[src/rtl/pwm_os_pkg.sv]
package pwm_os_pkg;

  // Source level feeding dead-time stage idx: complementary mode ties both
  // outputs to channel 0, the second one inverted.
  function automatic logic stage_src(input logic cmp_mode, input int idx,
                                     input logic lead, input logic own);
    if (!cmp_mode) return own;
    return (idx == 0) ? lead : ~lead;
  endfunction

  // Counter has consumed the full dead interval.
  function automatic logic interval_done(input logic [15:0] cnt,
                                         input logic [15:0] len);
    return cnt >= len;
  endfunction

  // Final pin level: two independent inversions after the dead-time stage.
  function automatic logic drive_level(input logic lvl, input logic inv,
                                       input logic pol);
    return lvl ^ inv ^ pol;
  endfunction

endpackage

[src/rtl/dz_delay.sv]
module dz_delay #(
  parameter int DT_W = 8
) (
  input  logic            clk,
  input  logic            rst_n,
  input  logic            bypass,
  input  logic            src,
  input  logic            tick,
  input  logic [DT_W-1:0] len,
  output logic            lvl,
  output logic [DT_W-1:0] cnt
);
  import pwm_os_pkg::*;

  localparam logic [DT_W-1:0] ONE = {{(DT_W-1){1'b0}}, 1'b1};

  logic done_w;
  logic rise_w;

  assign done_w = interval_done(16'(cnt), 16'(len));
  assign rise_w = src && !lvl && done_w;

  always_ff @(posedge clk) begin
    if (!rst_n) begin
      lvl <= 1'b0;
      cnt <= '0;
    end else if (bypass) begin
      lvl <= src;
      cnt <= '0;
    end else if (!src) begin
      lvl <= 1'b0;
      cnt <= '0;
    end else if (rise_w) begin
      lvl <= 1'b1;
    end else if (!lvl && tick) begin
      cnt <= cnt + ONE;
    end
  end

endmodule

[src/rtl/pin_stage.sv]
module pin_stage (
  input  logic lvl,
  input  logic inv,
  input  logic pol,
  input  logic oe_ctl,
  output logic pin,
  output logic oe
);
  import pwm_os_pkg::*;

  assign pin = drive_level(lvl, inv, pol);
  assign oe  = oe_ctl;

endmodule

[src/rtl/pwm_pair_outstage.sv]
module pwm_pair_outstage #(
  parameter int DT_W = 8
) (
  input  logic            clk,
  input  logic            rst_n,
  input  logic            tick,
  input  logic [1:0]      ch_raw,
  input  logic            dt_en,
  input  logic [DT_W-1:0] dt_len,
  input  logic [1:0]      inv_en,
  input  logic [1:0]      pol_en,
  input  logic [1:0]      oe_en,
  output logic [1:0]      pin_out,
  output logic [1:0]      pin_oe
);
  import pwm_os_pkg::*;

  localparam int NCH = 2;

  logic [NCH-1:0]           src_w;
  logic [NCH-1:0]           dz_lvl;
  logic [NCH-1:0][DT_W-1:0] dz_cnt;

  for (genvar i = 0; i < NCH; i++) begin : g_ch
    assign src_w[i] = stage_src(dt_en, i, ch_raw[0], ch_raw[i]);

    dz_delay #(.DT_W(DT_W)) u_dz (
      .clk    (clk),
      .rst_n  (rst_n),
      .bypass (~dt_en),
      .src    (src_w[i]),
      .tick   (tick),
      .len    (dt_len),
      .lvl    (dz_lvl[i]),
      .cnt    (dz_cnt[i])
    );

    pin_stage u_pin (
      .lvl    (dz_lvl[i]),
      .inv    (inv_en[i]),
      .pol    (pol_en[i]),
      .oe_ctl (oe_en[i]),
      .pin    (pin_out[i]),
      .oe     (pin_oe[i])
    );
  end

endmodule

[config.mk]
export PLATFORM = sky130hd
export DESIGN_NAME = pwm_pair_outstage
export DESIGN_NICKNAME = d
export VERILOG_FILES = /design/src/rtl/pwm_os_pkg.sv /design/src/rtl/dz_delay.sv /design/src/rtl/pin_stage.sv /design/src/rtl/pwm_pair_outstage.sv
export SDC_FILE = /design/constraint.sdc
export NUM_CORES = 1
export LEC_CHECK = 0
export ABC_AREA = 0
export BUFFER_PORTS_ARGS = -buffer_cell sky130_fd_sc_hd__buf_2
export CAP_MARGIN = 20
export CORE_ASPECT_RATIO = 0.8
export CORE_MARGIN = 4
export CORE_UTILIZATION = 55
export DETAILED_ROUTE_END_ITERATION = 8
export HOLD_SLACK_MARGIN = 0.1
export PLACE_DENSITY = 0.89
export SKIP_LAST_GASP = 1
export SLEW_MARGIN = 20
export SYNTH_ARGS = -nofsm -noshare
export SYNTH_HDL_FRONTEND = slang
export SYNTH_SLANG_ARGS = --single-unit
[constraint.sdc]
create_clock -name clk -period 4.96 [get_ports clk]
set_input_delay 0.248 -clock clk [delete_from_list [all_inputs] [get_ports clk]]
set_output_delay 0.248 -clock clk [all_outputs]
set_load 0.02 [all_outputs]
==> After elaboration in Yosys (flattened, before gate mapping) <==
Index checks and enable logic that the tools add are counted.
{ "word_totals": {"regBits": 18, "input_bits": 20, "output_inout_bits": 4, "wordCells": 36} }
{ "op_classes": {"n_addsub": 2, "magnitude_cmp": 2, "eq_ne": 2, "mux": 7, "bitwise": 7, "n_reduce_logical": 12} }
{ "op_table": {"columns": ["operator", "n"], "rows": [
  ["adder 8 x 1 -> 8 bit (second input constant)", 2],
  [">= comparator 8 bit", 2],
  ["2-to-1 mux 1 bit", 7],
  ["logical AND 1 bit", 6],
  ["AND reduction 3 bit", 2],
  ["AND reduction 2 bit", 2],
  ["bitwise XOR 1 bit", 4],
  ["!= test 3 x 2 -> 1 bit (second input constant)", 1],
  ["!= test 3 bit (second input constant)", 1],
  ["inverter 1 bit", 3],
  ["zero test 1 bit", 2]
]} }

==> Depth between registers and ports, before layout <==
Gate-level depths: netlist of run 1.
{ "depth": {"ltp_word": 7, "ltp_mapped": 9} }

==> Cells and area by module <==
A second synthesis of run 1 with hierarchy kept.
{ "unflattened": {"cells_unflattened": 167, "hier_area_um2": 1351.3} }
{ "modules_own_cells": {"columns": ["mod", "n_inst", "cells_per_inst", "area_per_inst_um2", "seq_area_each_um2"], "rows": [
  ["dz_delay", 2, 80, 638.1, 180.2],
  ["pin_stage", 2, 2, 31.3, 0.0],
  ["pwm_pair_outstage", 1, 3, 12.5, 0.0]
]} }

==> Least setup slack after synthesis of run 1 <==
Ideal clock, no wire load.
{ "synth_path": {"path_kind": "flip-flop to flip-flop", "startpoint": "reg g_ch[0].u_dz.cnt[0]", "endpoint": "reg g_ch[0].u_dz.cnt[4]", "arrival_ns": 2.016, "slack_ns": 2.872, "path_stages_with_launch": 10, "path_buffers": 1, "period_less_slack_ns": 2.088, "path_cell_list": "dfxtp_1 inv_1 ha_1 nand2b_4 a2111oi_4 o21ba_1 nor2_1 buf_4 or3_1 a21oi_1"} }
{ "synth_between": {"elab_chain_len": 4, "word_cells_on_any_way": 5} }
{ "synth_lines": {"columns": ["element", "line_no", "source"], "rows": [
  ["start: declaration", "dz_delay.sv:11", "output logic [DT_W-1:0] cnt"],
  ["start signal: assignment", "dz_delay.sv:36", "cnt <= cnt + ONE;"],
  [">= comparator 8 bit", "pwm_os_pkg.sv:14", "return cnt >= len;"],
  ["logical AND 1 bit", "dz_delay.sv:21", "assign rise_w = src && !lvl && done_w;"],
  ["inverter 1 bit (no source line)", null, null],
  ["AND reduction 2 bit (no source line)", null, null]
]} }
Parallel ways exist; a longest one is shown, timed or not.
A chain may end at the register's enable or synchronous reset.

==> Final worst setup path of run 1 <==
{ "layout_path": {"startpoint": "reg g_ch[0].u_dz.cnt[0]", "endpoint": "reg g_ch[0].u_dz.cnt[5]"} }
The elaborated chain is that of the path after synthesis.

==> flow_summary.yaml, run 1 <==
synthesis:
  ys_ff_latch: 18
  synth_area_sq_mm: 0.001394
  synth_flop_cell: "dfxtp_1"
  synth-async-reset-ratio_pct: 0
  synth.avg_cell_area_sq_um: 8.878
  syn_inst: 157
  ys_seq_area_share_pct: 25.85
  syn_nets: 195
  ys.warnings.count: 0
  synth_cell_type_count: 38
  synth_edf_count: 0
setup_path:
  crit-reg2reg-launch: "g_ch[0].u_dz.cnt[0]$_SDFFE_PN0P_"
  end_kind: "register"
  r2r_end: "g_ch[0].u_dz.cnt[5]$_SDFFE_PN0P_"
  r2r_cells: 8
  cp.required_ns: 5.19
  worstPathArrival_ns: 2.60
  crit_start: "g_ch[0].u_dz.cnt[0]$_SDFFE_PN0P_"
  cp-endpoint: "g_ch[0].u_dz.cnt[5]$_SDFFE_PN0P_"
  critPathKind: "register to register"
  worst-path-max-fanout: 12
  critPathLaunchType: "register"
  reg2reg_slack_ns: 2.59
die:
  ios: 24
  core_sq_mm: 0.002442
  die-area_sq_mm: 0.003409
  placement_rows: 16
  initial_core_util_pct: 57.07
  die_w_um: 64.29
  die_h_um: 53.03
run_status:
  status: "finished, final reports clean"
global_routing:
  grt_use_total_pct: 17.35
  grt_first_pass_wirelength_um: 4761
  grt_max_degree: 13
  antenna_found_initial: 0
  overflow: 0
  grt_pass1_vias: 1121
sta:
  period_minus_slack_ns: 2.370
  setup_ws_ns: 2.590
  fin_crit_sh_pct: 47.77
  rsz0062_at_grt: "false"
  tns_ns: 0
  report.final.hold_viol_count: 0
  fin_skew_ns: 0.001271
  finalSetupViolCount: 0
  drv_slew: 0
  fmax_ghz: 0.4220
  slew_headroom_pct: 53.32
  worstMarginPinSlew_ns: 0.6976
place:
  port-buffer-count: 19
  place_congestion: 0.8199
  hpwl_um: 2273
  placed_cells: 207
  dp_slack_ns: 2.620
final_layout:
  layout_commonest_cell: "buf_2"
  fin_util_pct: 62.19
  stdcell_count: 210
  layout_common_cells: "19 x buf_2, 18 x ha_1, 18 x dfxtp_1"
  antenna_cells: 0
  syn_to_final_growth_pct: 8.977
  drive_gt1_share_pct: 17.82
  finish.net_count: 214
cts:
  holdBufCountCts: 0
  cts_num_sinks: 18
  cts_tree: "done"
  clkSlewWorstSetupHoldPaths_ns: 0.10
  htreeDepth: 1
  cts_root_buffer: "clkbuf_4"
  postCtsSetupBuffers: 0
  cts-resized-gates: 0
  clk_latency_ns: 0.29
  cts_inserted_buffers: 3
  clockBufferDepth: 2
flow_run:
  cap_violations: 0
detailed_routing:
  dr.pass1.iters: 4
  antenna_left: 0
  drc: 0
  vias: 1185
  wl_um: 2786
  viasPerCell: 5.643
  drtIter0Drc: 37
  avgRoutedWirePerCell_um: 13.27
pwr:
  intPower_mw: 0.2020
  combinationalPowerShare_pct: 21.2
  p_leak_nw: 0.6265
  power.switching_mw: 0.08106
  power-per-cell-area_mw_per_mm2: 186.3
  peakVddDrop_mv: 0.07751
  p_clk_share_pct: 26.2
  swShare_pct: 28.64
  pwr-share-seq_pct: 52.6
worst_hold_path:
  hold_class: "primary input to register"
## area by class of cell
type | count | area [sq um]
Multi-Input combinational cell | 121 | 947.2
Fill cell | 204 | 923.4
Sequential cell | 18 | 360.3
Timing Repair Buffer | 19 | 95.09
Inverter | 13 | 48.80
Tap cell | 36 | 45.04
Clock buffer | 3 | 22.52
## critical path, stage by stage, from the launching register on
cell and delay [ns]:
dfxtp_1 0.43, inv_1 0.10, ha_1 0.27, nand2b_4 0.15
a2111oi_4 0.35, o21ba_1 0.17, nor2_1 0.16, or4_1 0.54
a21oi_1 0.14
## worst min path at each step
| stage | from | endpoint | slack [ns] | cells after the start |
|---|---|---|---|---|
| after floorplan | dt_en | g_ch[0].u_dz.lvl$_SDFFE_PN0P_ | 0.33 | 1 |
| after global placement | dt_en | g_ch[0].u_dz.lvl$_SDFFE_PN0P_ | 0.48 | 2 |
| after detailed placement | dt_en | g_ch[0].u_dz.lvl$_SDFFE_PN0P_ | 0.48 | 2 |
| after CTS | dt_en | g_ch[0].u_dz.lvl$_SDFFE_PN0P_ | 0.17 | 2 |
| after global routing | dt_en | g_ch[0].u_dz.lvl$_SDFFE_PN0P_ | 0.20 | 2 |
| final | dt_en | g_ch[0].u_dz.lvl$_SDFFE_PN0P_ | 0.19 | 2 |
## power by group through the flow
| stage | registers, mW | clock network [mW] | logic (mW) |
|---|---|---|---|
| floorplan | 0.151 | 0 | 0.0499 |
| global placement | 0.152 | 0 | 0.0574 |
| detailed placement | 0.152 | 0 | 0.0597 |
| CTS | 0.149 | 0.0754 | 0.0601 |
| global route | 0.149 | 0.0793 | 0.0662 |
| finish | 0.149 | 0.0742 | 0.0600 |
## synth_stat cells, types with 2 or more instances
cell type	instances	area share, %
o21ai_0	5	1.8
buf_4	5	2.7
or3_1	3	1.3
nor3_1	2	0.72
a211oi_1	3	1.6
nand2_1	11	3.0
nor4_1	2	0.90
nor2_1	16	4.3
nand4_1	3	1.3
a21oi_1	9	3.2
nor2b_1	3	1.3
dfxtp_1	18	26
inv_1	13	3.5
or4_1	2	1.1
nand2b_4	2	2.0
ha_1	18	16
mux2i_1	2	1.4
xnor2_1	11	6.9
a2111oi_4	3	5.9
nand3_1	8	2.9
## state kept, by name, indices dropped and copies added, names as in the netlist
name / count
g_ch.u_dz.lvl: 2
g_ch.u_dz.cnt: 16
## metal layers
metal / vias up / track usage, % / part of all wire [%]
li1: 594 / - / -
met1: 535 / 22.99 / 45
met2: 49 / 29.97 / 46
met3: 7 / 1.486 / 7.6
met4: 0 / 5.614 / 1.5
met5: - / 0 / 0
## cell families after synthesis
family	Yosys count	share of synthesized area [%]
DFF	18	25.85
muxes	2	1.436
adders and majority gates	18	16.16
xor gates and xnor gates	12	7.540
buffers and inverters	18	6.194
AOI/OAI and AO/OA	32	21.37
and+or+nand+nor	57	21.46
## metrics by stage
stage          hold WS [ns]  power (mW)  area [sq um]
3_5_place_dp         0.4848      0.2118          1496
3_3_place_gp         0.4792      0.2091          1496
4_1_cts              0.1717      0.2842          1519
2_1_floorplan        0.3350      0.2012          1394
6_report             0.1880      0.2830          1519
5_1_grt              0.2041      0.2946          1519
Note: power is estimated with default switching activity, not from simulation.
==> run 2: changes to the inputs <==
Settings changed: ABC_AREA 0 to 1, CORE_UTILIZATION 55 to 50, PLACE_DENSITY 0.89 to 0.86.
Clock period 4.96 ns to 1.9 ns, I/O delays scaled along.
==> run 2 against run 1 <==
  * Fmax increased by 39%
  * Combinational power grew 98%
  * Clock skew up 0.0063 ns
  * Sequential cell count is the same
  * Critical endpoint is now g_ch[0].u_dz.cnt[7]$_SDFFE_PN0P_
  * Largest power group unchanged
==> flow_summary.yaml, run 2 <==
sta:
  fin_skew_ns: 0.007548
  report.final.hold_viol_count: 0
  fmax_ghz: 0.5874
  period_minus_slack_ns: 1.702
  tns_ns: 0
  finalSetupViolCount: 0
  fin_crit_sh_pct: 89.60
  drv_slew: 0
  whs_ns: 0.1083
  slew_headroom_pct: 58.93
  worstMarginPinSlew_ns: 0.6138
  rsz0062_at_grt: "false"
pwr:
  intPower_mw: 0.5448
  p_leak_nw: 0.7912
  pwr-share-seq_pct: 51.6
  peakVddDrop_mv: 0.3564
  combinationalPowerShare_pct: 15.8
  power-per-cell-area_mw_per_mm2: 477.8
  power.switching_mw: 0.2037
  swShare_pct: 27.22
  p_clk_share_pct: 32.6
detailed_routing:
  viasPerCell: 4.900
  vias: 1220
  dr.pass1.iters: 4
  drc: 0
  wl_um: 2690
  antenna_left: 0
  drtIter0Drc: 83
  avgRoutedWirePerCell_um: 10.80
cts:
  postCtsSetupBuffers: 0
  clkSlewWorstSetupHoldPaths_ns: 0.11
  cts_num_sinks: 18
  clockBufferDepth: 2
  cts_tree: "done"
  htreeDepth: 1
  holdBufCountCts: 0
  cts_root_buffer: "clkbuf_4"
  clk_latency_ns: 0.30
  cts_inserted_buffers: 3
final_layout:
  layout_common_cells: "40 x nand2_1, 27 x inv_1, 20 x nand3_1"
  largest_register: "g_ch.u_dz.cnt"
  largest_reg_flops: 16
  drive_gt1_share_pct: 17.84
  reg_top3: "g_ch.u_dz.cnt (16), g_ch.u_dz.lvl (2)"
  antenna_cells: 0
  nFillCells: 252
  layout_commonest_cell: "nand2_1"
  stdcell_count: 249
  syn_to_final_growth_pct: 11.59
  finish.net_count: 252
synthesis:
  synth_top_area_share_pct: 25.67
  syn_nets: 230
  synth_area_sq_mm: 0.001404
  synth_area_leaders: "dfxtp_1 26%, ha_1 16%, nand2_1 11%, inv_1 7.2%, nand3_1 7.1%"
  yosysMostFrequentCell: "nand2_1"
  ys_ff_latch: 18
  syn_inst: 192
  synth-async-reset-ratio_pct: 0
  synth_flop_cell: "dfxtp_1"
  ys_seq_area_share_pct: 25.67
  synth_cell_type_count: 22
  yosys.area.top_type: "dfxtp_1"
  synth.avg_cell_area_sq_um: 7.312
  ys.warnings.count: 0
  synth_edf_count: 0
  yosys-top-cells-count: "40 x nand2_1, 27 x inv_1, 20 x nand3_1, 19 x a21oi_1"
setup_path:
  cpMaxStageDelayCell: "dfxtp_1"
  worstPathArrival_ns: 1.89
  cp.required_ns: 2.09
  cp_common_cell: "nand2_1"
  reg2reg_slack_ns: 0.20
  end_kind: "register"
  critPathLaunchType: "register"
  critPathKind: "register to register"
  path_cells: "ha_1 -> nand2_1 -> nand3_1 -> nand2_1 -> nand2_1 -> nand2_1 -> nand2_1 -> nand2_2 -> nand2_2 -> nand2_1 -> a21oi_1"
  worst-path-max-fanout: 9
  slowest_delay_ns: 0.42
die:
  initial_core_util_pct: 54.79
  die_w_um: 67.24
  placement_rows: 16
  ios: 24
  die-area_sq_mm: 0.003725
  core_sq_mm: 0.002562
  die_h_um: 55.40
place:
  port-buffer-count: 19
  place_congestion: 0.7894
  placed_cells: 245
  hpwl_um: 2138
global_routing:
  grt_pass1_vias: 1103
  grt_first_pass_wirelength_um: 4657
  grt_use_total_pct: 15.59
  grt_max_degree: 11
  overflow: 0
  antenna_found_initial: 0
flow_run:
  cap_violations: 0
worst_hold_path:
  hold_class: "primary input to register"
run_status:
  status: "finished, final reports clean"
run 2: through the flow:
step / cell area (sq um) / power, mW / setup WS, ns / utilization [%]
after floorplan: 1404 / 0.4876 / 0.4181 / -
after global placement: 1529 / 0.5109 / 0.2454 / 59.67
after detailed placement: 1529 / 0.5119 / 0.1818 / 59.67
after CTS: 1565 / 0.7560 / 0.1706 / 61.08
after global routing: 1567 / 0.7905 / 0.03303 / 61.13
final: 1567 / 0.7485 / 0.1975 / 61.13
run 2: layout make-up:
| type | instances | area, sq um | share of cell area, % |
|---|---|---|---|
| Inverter | 27 | 101.3 | 6.470 |
| Multi-Input combinational cell | 143 | 912.1 | 58.23 |
| Timing Repair Buffer | 21 | 110.1 | 7.029 |
| Sequential cell | 18 | 361.6 | 23.08 |
| Tap cell | 36 | 45.04 | 2.875 |
| Clock buffer | 4 | 36.28 | 2.316 |
run 2: metal layers:
layer / track usage [%] / part of all wire (%)
met5: 0 / 0
met4: 2.601 / 0.67
met1: 23.34 / 53
met3: 4.868 / 8.1
met2: 21.85 / 38
run 2: worst paths after layout:
kind,from,endpoint,cells after the start
worst max-delay path,g_ch[0].u_dz.cnt[1]$_SDFFE_PN0P_,g_ch[0].u_dz.cnt[7]$_SDFFE_PN0P_,11
worst min-delay path,rst_n,g_ch[0].u_dz.lvl$_SDFFE_PN0P_,5
worst max register to register,g_ch[0].u_dz.cnt[1]$_SDFFE_PN0P_,g_ch[0].u_dz.cnt[7]$_SDFFE_PN0P_,11
worst min register to register,g_ch[0].u_dz.cnt[0]$_SDFFE_PN0P_,g_ch[0].u_dz.cnt[0]$_SDFFE_PN0P_,2
run 2: power by group through the flow:
stage	Combinational, mW	Clock [mW]	Sequential, mW
6_report	0.119	0.244	0.386
5_1_grt	0.137	0.266	0.387
4_1_cts	0.119	0.251	0.386
3_5_place_dp	0.118	0	0.394
3_3_place_gp	0.116	0	0.395
2_1_floorplan	0.0942	0	0.393
run 2: worst max-delay path, delay by kind of cell (launching register included):
kind            cells  cell delay, ns
flops               1            0.42
compound gates      1            0.06
simple gates        9            0.81
fa+ha+maj           1            0.28
run 2: repair_timing:
| item | in CTS | in global routing |
|---|---|---|
| hold endpoints to repair | 0 | 0 |
| setup endpoints to repair | 0 | 7 |
| gates resized for setup | 0 | 1 |
run 2: logic make-up (layout without fill, tap and decap cells):
group / Yosys count / in the layout / synth area share (%)
simple gates: 84 / 84 / 28.52
buf+inv: 31 / 52 / 9.359
compound gates: 25 / 25 / 9.893
fa+ha+maj: 18 / 18 / 16.04
flops: 18 / 18 / 25.67
xor+xnor: 16 / 16 / 10.52
==> run 3: changes to the inputs <==
Settings changed: CELL_PAD_IN_SITES_DETAIL_PLACEMENT set to 1, CELL_PAD_IN_SITES_GLOBAL_PLACEMENT set to 2, CORE_UTILIZATION 50 to 27, RECOVER_POWER set to 50, SYNTH_HIERARCHICAL set to 1.
==> run 3 against run 2 <==
  * Worst setup slack improved by 0.098 ns
  * Clock skew fell by 0.0035 ns
  * Cell count rose by 35%
  * Global-route usage shrank 4.1 points
  * First-iteration DRC count down 61%
  * Largest power group unchanged
==> flow_summary.yaml, run 3 <==
cts:
  cts_num_sinks: 18
  cts_root_buffer: "clkbuf_8"
  htreeDepth: 1
  cts_inserted_buffers: 3
  postCtsSetupBuffers: 0
  clkSlewWorstSetupHoldPaths_ns: 0.07
  cts_tree: "done"
  clockBufferDepth: 2
  clk_latency_ns: 0.26
flow_run:
  cap_violations: 0
detailed_routing:
  drc: 0
  viasPerCell: 4.256
  drtIter0Drc: 32
  vias: 1430
  avgRoutedWirePerCell_um: 10.19
  dr.pass1.iters: 4
  antenna_left: 0
  wl_um: 3425
global_routing:
  grt_use_total_pct: 11.47
  grt_pass1_vias: 1435
  antenna_found_initial: 0
  grt_first_pass_wirelength_um: 6354
  grt_max_degree: 15
  overflow: 0
synthesis:
  yosysMostFrequentCell: "nand2_1"
  syn_nets: 277
  ys_ff_latch: 18
  synth_top_area_share_pct: 23.63
  synth-async-reset-ratio_pct: 0
  ys.warnings.count: 6
  synth.avg_cell_area_sq_um: 6.382
  ys_seq_area_share_pct: 23.63
  yosys-top-cells-count: "63 x nand2_1, 41 x inv_1, 34 x nor2_1, 18 x dfxtp_1, 18 x ha_1"
  synth_edf_count: 0
  syn_inst: 239
  synth_flop_cell: "dfxtp_1"
  yosys.area.top_type: "dfxtp_1"
  synth_cell_type_count: 21
  synth_area_sq_mm: 0.001525
  synth_area_leaders: "dfxtp_1 24%, nand2_1 16%, ha_1 15%, inv_1 10%, nor2_1 8.4%"
sta:
  period_minus_slack_ns: 1.605
  drv_slew: 0
  fin_skew_ns: 0.004003
  worstMarginPinSlew_ns: 0.4014
  rsz0062_at_grt: "false"
  fmax_ghz: 0.6231
  fin_crit_sh_pct: 84.47
  report.final.hold_viol_count: 0
  finalSetupViolCount: 0
  whs_ns: 0.1252
  slew_headroom_pct: 73.21
  tns_ns: 0
place:
  placed_cells: 332
  port-buffer-count: 19
  place_congestion: 0.7130
  hpwl_um: 2786
die:
  die_h_um: 75.23
  initial_core_util_pct: 27.91
  ios: 24
  placement_rows: 24
  core_sq_mm: 0.005465
  die-area_sq_mm: 0.006923
  die_w_um: 92.03
pwr:
  p_leak_nw: 0.9052
  power-per-cell-area_mw_per_mm2: 491.4
  peakVddDrop_mv: 0.2009
setup_path:
  slowest_delay_ns: 0.40
  cp_common_cell: "nand2_1"
  path_cells: "ha_1 -> nand2_1 -> inv_2 -> nand2_1 -> nand2_1 -> nand2_1 -> nand3_1 -> nand2_4 -> nand2_1 -> nand2_1 -> nand2_1 -> nor2_1"
  cp.required_ns: 2.10
  cp_top_family: "simple AND/OR/NAND/NOR gates"
  worstPathArrival_ns: 1.81
  end_kind: "register"
  crit_buf_inv: 1
  critPathKind: "register to register"
  worst-path-max-fanout: 14
  critPathLaunchType: "register"
  cpMaxStageDelayCell: "dfxtp_1"
final_layout:
  stdcell_count: 336
  finish.net_count: 297
  drive_gt1_share_pct: 17.44
  layout_commonest_cell: "nand2_1"
  largest_reg_flops: 16
  antenna_cells: 0
  layout_common_cells: "63 x nand2_1, 41 x inv_1, 34 x nor2_1"
  fin_util_pct: 31.62
  largest_register: "g_ch.u_dz/cnt"
  reg_top3: "g_ch.u_dz/cnt (16), g_ch.u_dz/lvl (2)"
  syn_to_final_growth_pct: 13.29
worst_hold_path:
  hold_class: "primary input to register"
run_status:
  status: "finished, final reports clean"
## run 3: cell types whose count changed after synthesis, sizes merged, moves of 4 or more
cell | previous run | this run
a21oi | 20 | 16
inv | 27 | 46
nand2 | 44 | 69
nand3 | 24 | 16
nor2 | 14 | 38
xnor2 | 11 | 0
## run 3: power by group
| part | switching (mW) | leakage [nW] | total [mW] | internal [mW] |
|---|---|---|---|---|
| clock | 0.140 | 0.0288 | 0.324 | 0.185 |
| combinational | 0.0839 | 0.731 | 0.135 | 0.0514 |
| sequential | 0.00709 | 0.146 | 0.389 | 0.382 |
| total | 0.231 | 0.905 | 0.849 | 0.618 |
## run 3: worst reg2reg max path, delay by kind of cell (launching register included)
kind / cells / cell delay (ns)
buffers and inverters: 1 / 0.04
DFF: 1 / 0.40
adders and majority gates: 1 / 0.27
and+or+nand+nor: 10 / 0.85
## run 3: final timing paths
| check | startpoint | to | slack [ns] | cells past startpoint |
|---|---|---|---|---|
| worst max register to register | g_ch[1].u_dz/cnt[3]$_SDFFE_PP0P_ | g_ch[1].u_dz/cnt[7]$_SDFFE_PP0P_ | 0.30 | 12 |
| worst max-delay path | g_ch[1].u_dz/cnt[3]$_SDFFE_PP0P_ | g_ch[1].u_dz/cnt[7]$_SDFFE_PP0P_ | 0.30 | 12 |
| worst min-delay path | rst_n | g_ch[0].u_dz/lvl$_SDFFE_PN0P_ | 0.13 | 3 |
| worst min register to register | g_ch[0].u_dz/cnt[2]$_SDFFE_PP0P_ | g_ch[0].u_dz/cnt[2]$_SDFFE_PP0P_ | 0.51 | 2 |
## run 3: layer usage
metal	track usage (%)	routed length (um)
met5	0	0
met4	5.437	68
met3	1.499	124
met2	17.88	1362
met1	15.88	1869
## run 3: per-stage QoR
step                      setup slack [ns]  total power, mW  cell area, sq um
after detailed placement            0.2315           0.5357              1680
after CTS                           0.1966           0.8684              1735
after floorplan                     0.4862           0.4934              1525
after global placement              0.2181           0.5311              1680
after global routing               0.08021           0.9086              1728
final                               0.2951           0.8491              1728
## run 3: repair_timing
action                                  in CTS  in global routing
endpoints found under the setup margin       0                  4
gates resized for setup                      0                  2
hold buffers                                 0                  0
## run 3: logic make-up (layout without fill, tap and decap cells)
kind of cell	count (synthesis)	in the layout	share of synthesized area, %
xor+xnor	2	2	1.149
fa+ha+maj	18	18	14.77
buf+inv	52	71	14.44
compound gates	18	18	6.727
simple gates	131	131	39.29
flops	18	18	23.63
## run 3: area by class of cell
class | count | area (sq um)
Fill cell | 736 | 3737
Multi-Input combinational cell | 169 | 939.7
Sequential cell | 18 | 360.3
Inverter | 48 | 182.7
Tap cell | 78 | 97.59
Timing Repair Buffer | 19 | 92.59
Clock buffer | 4 | 55.05
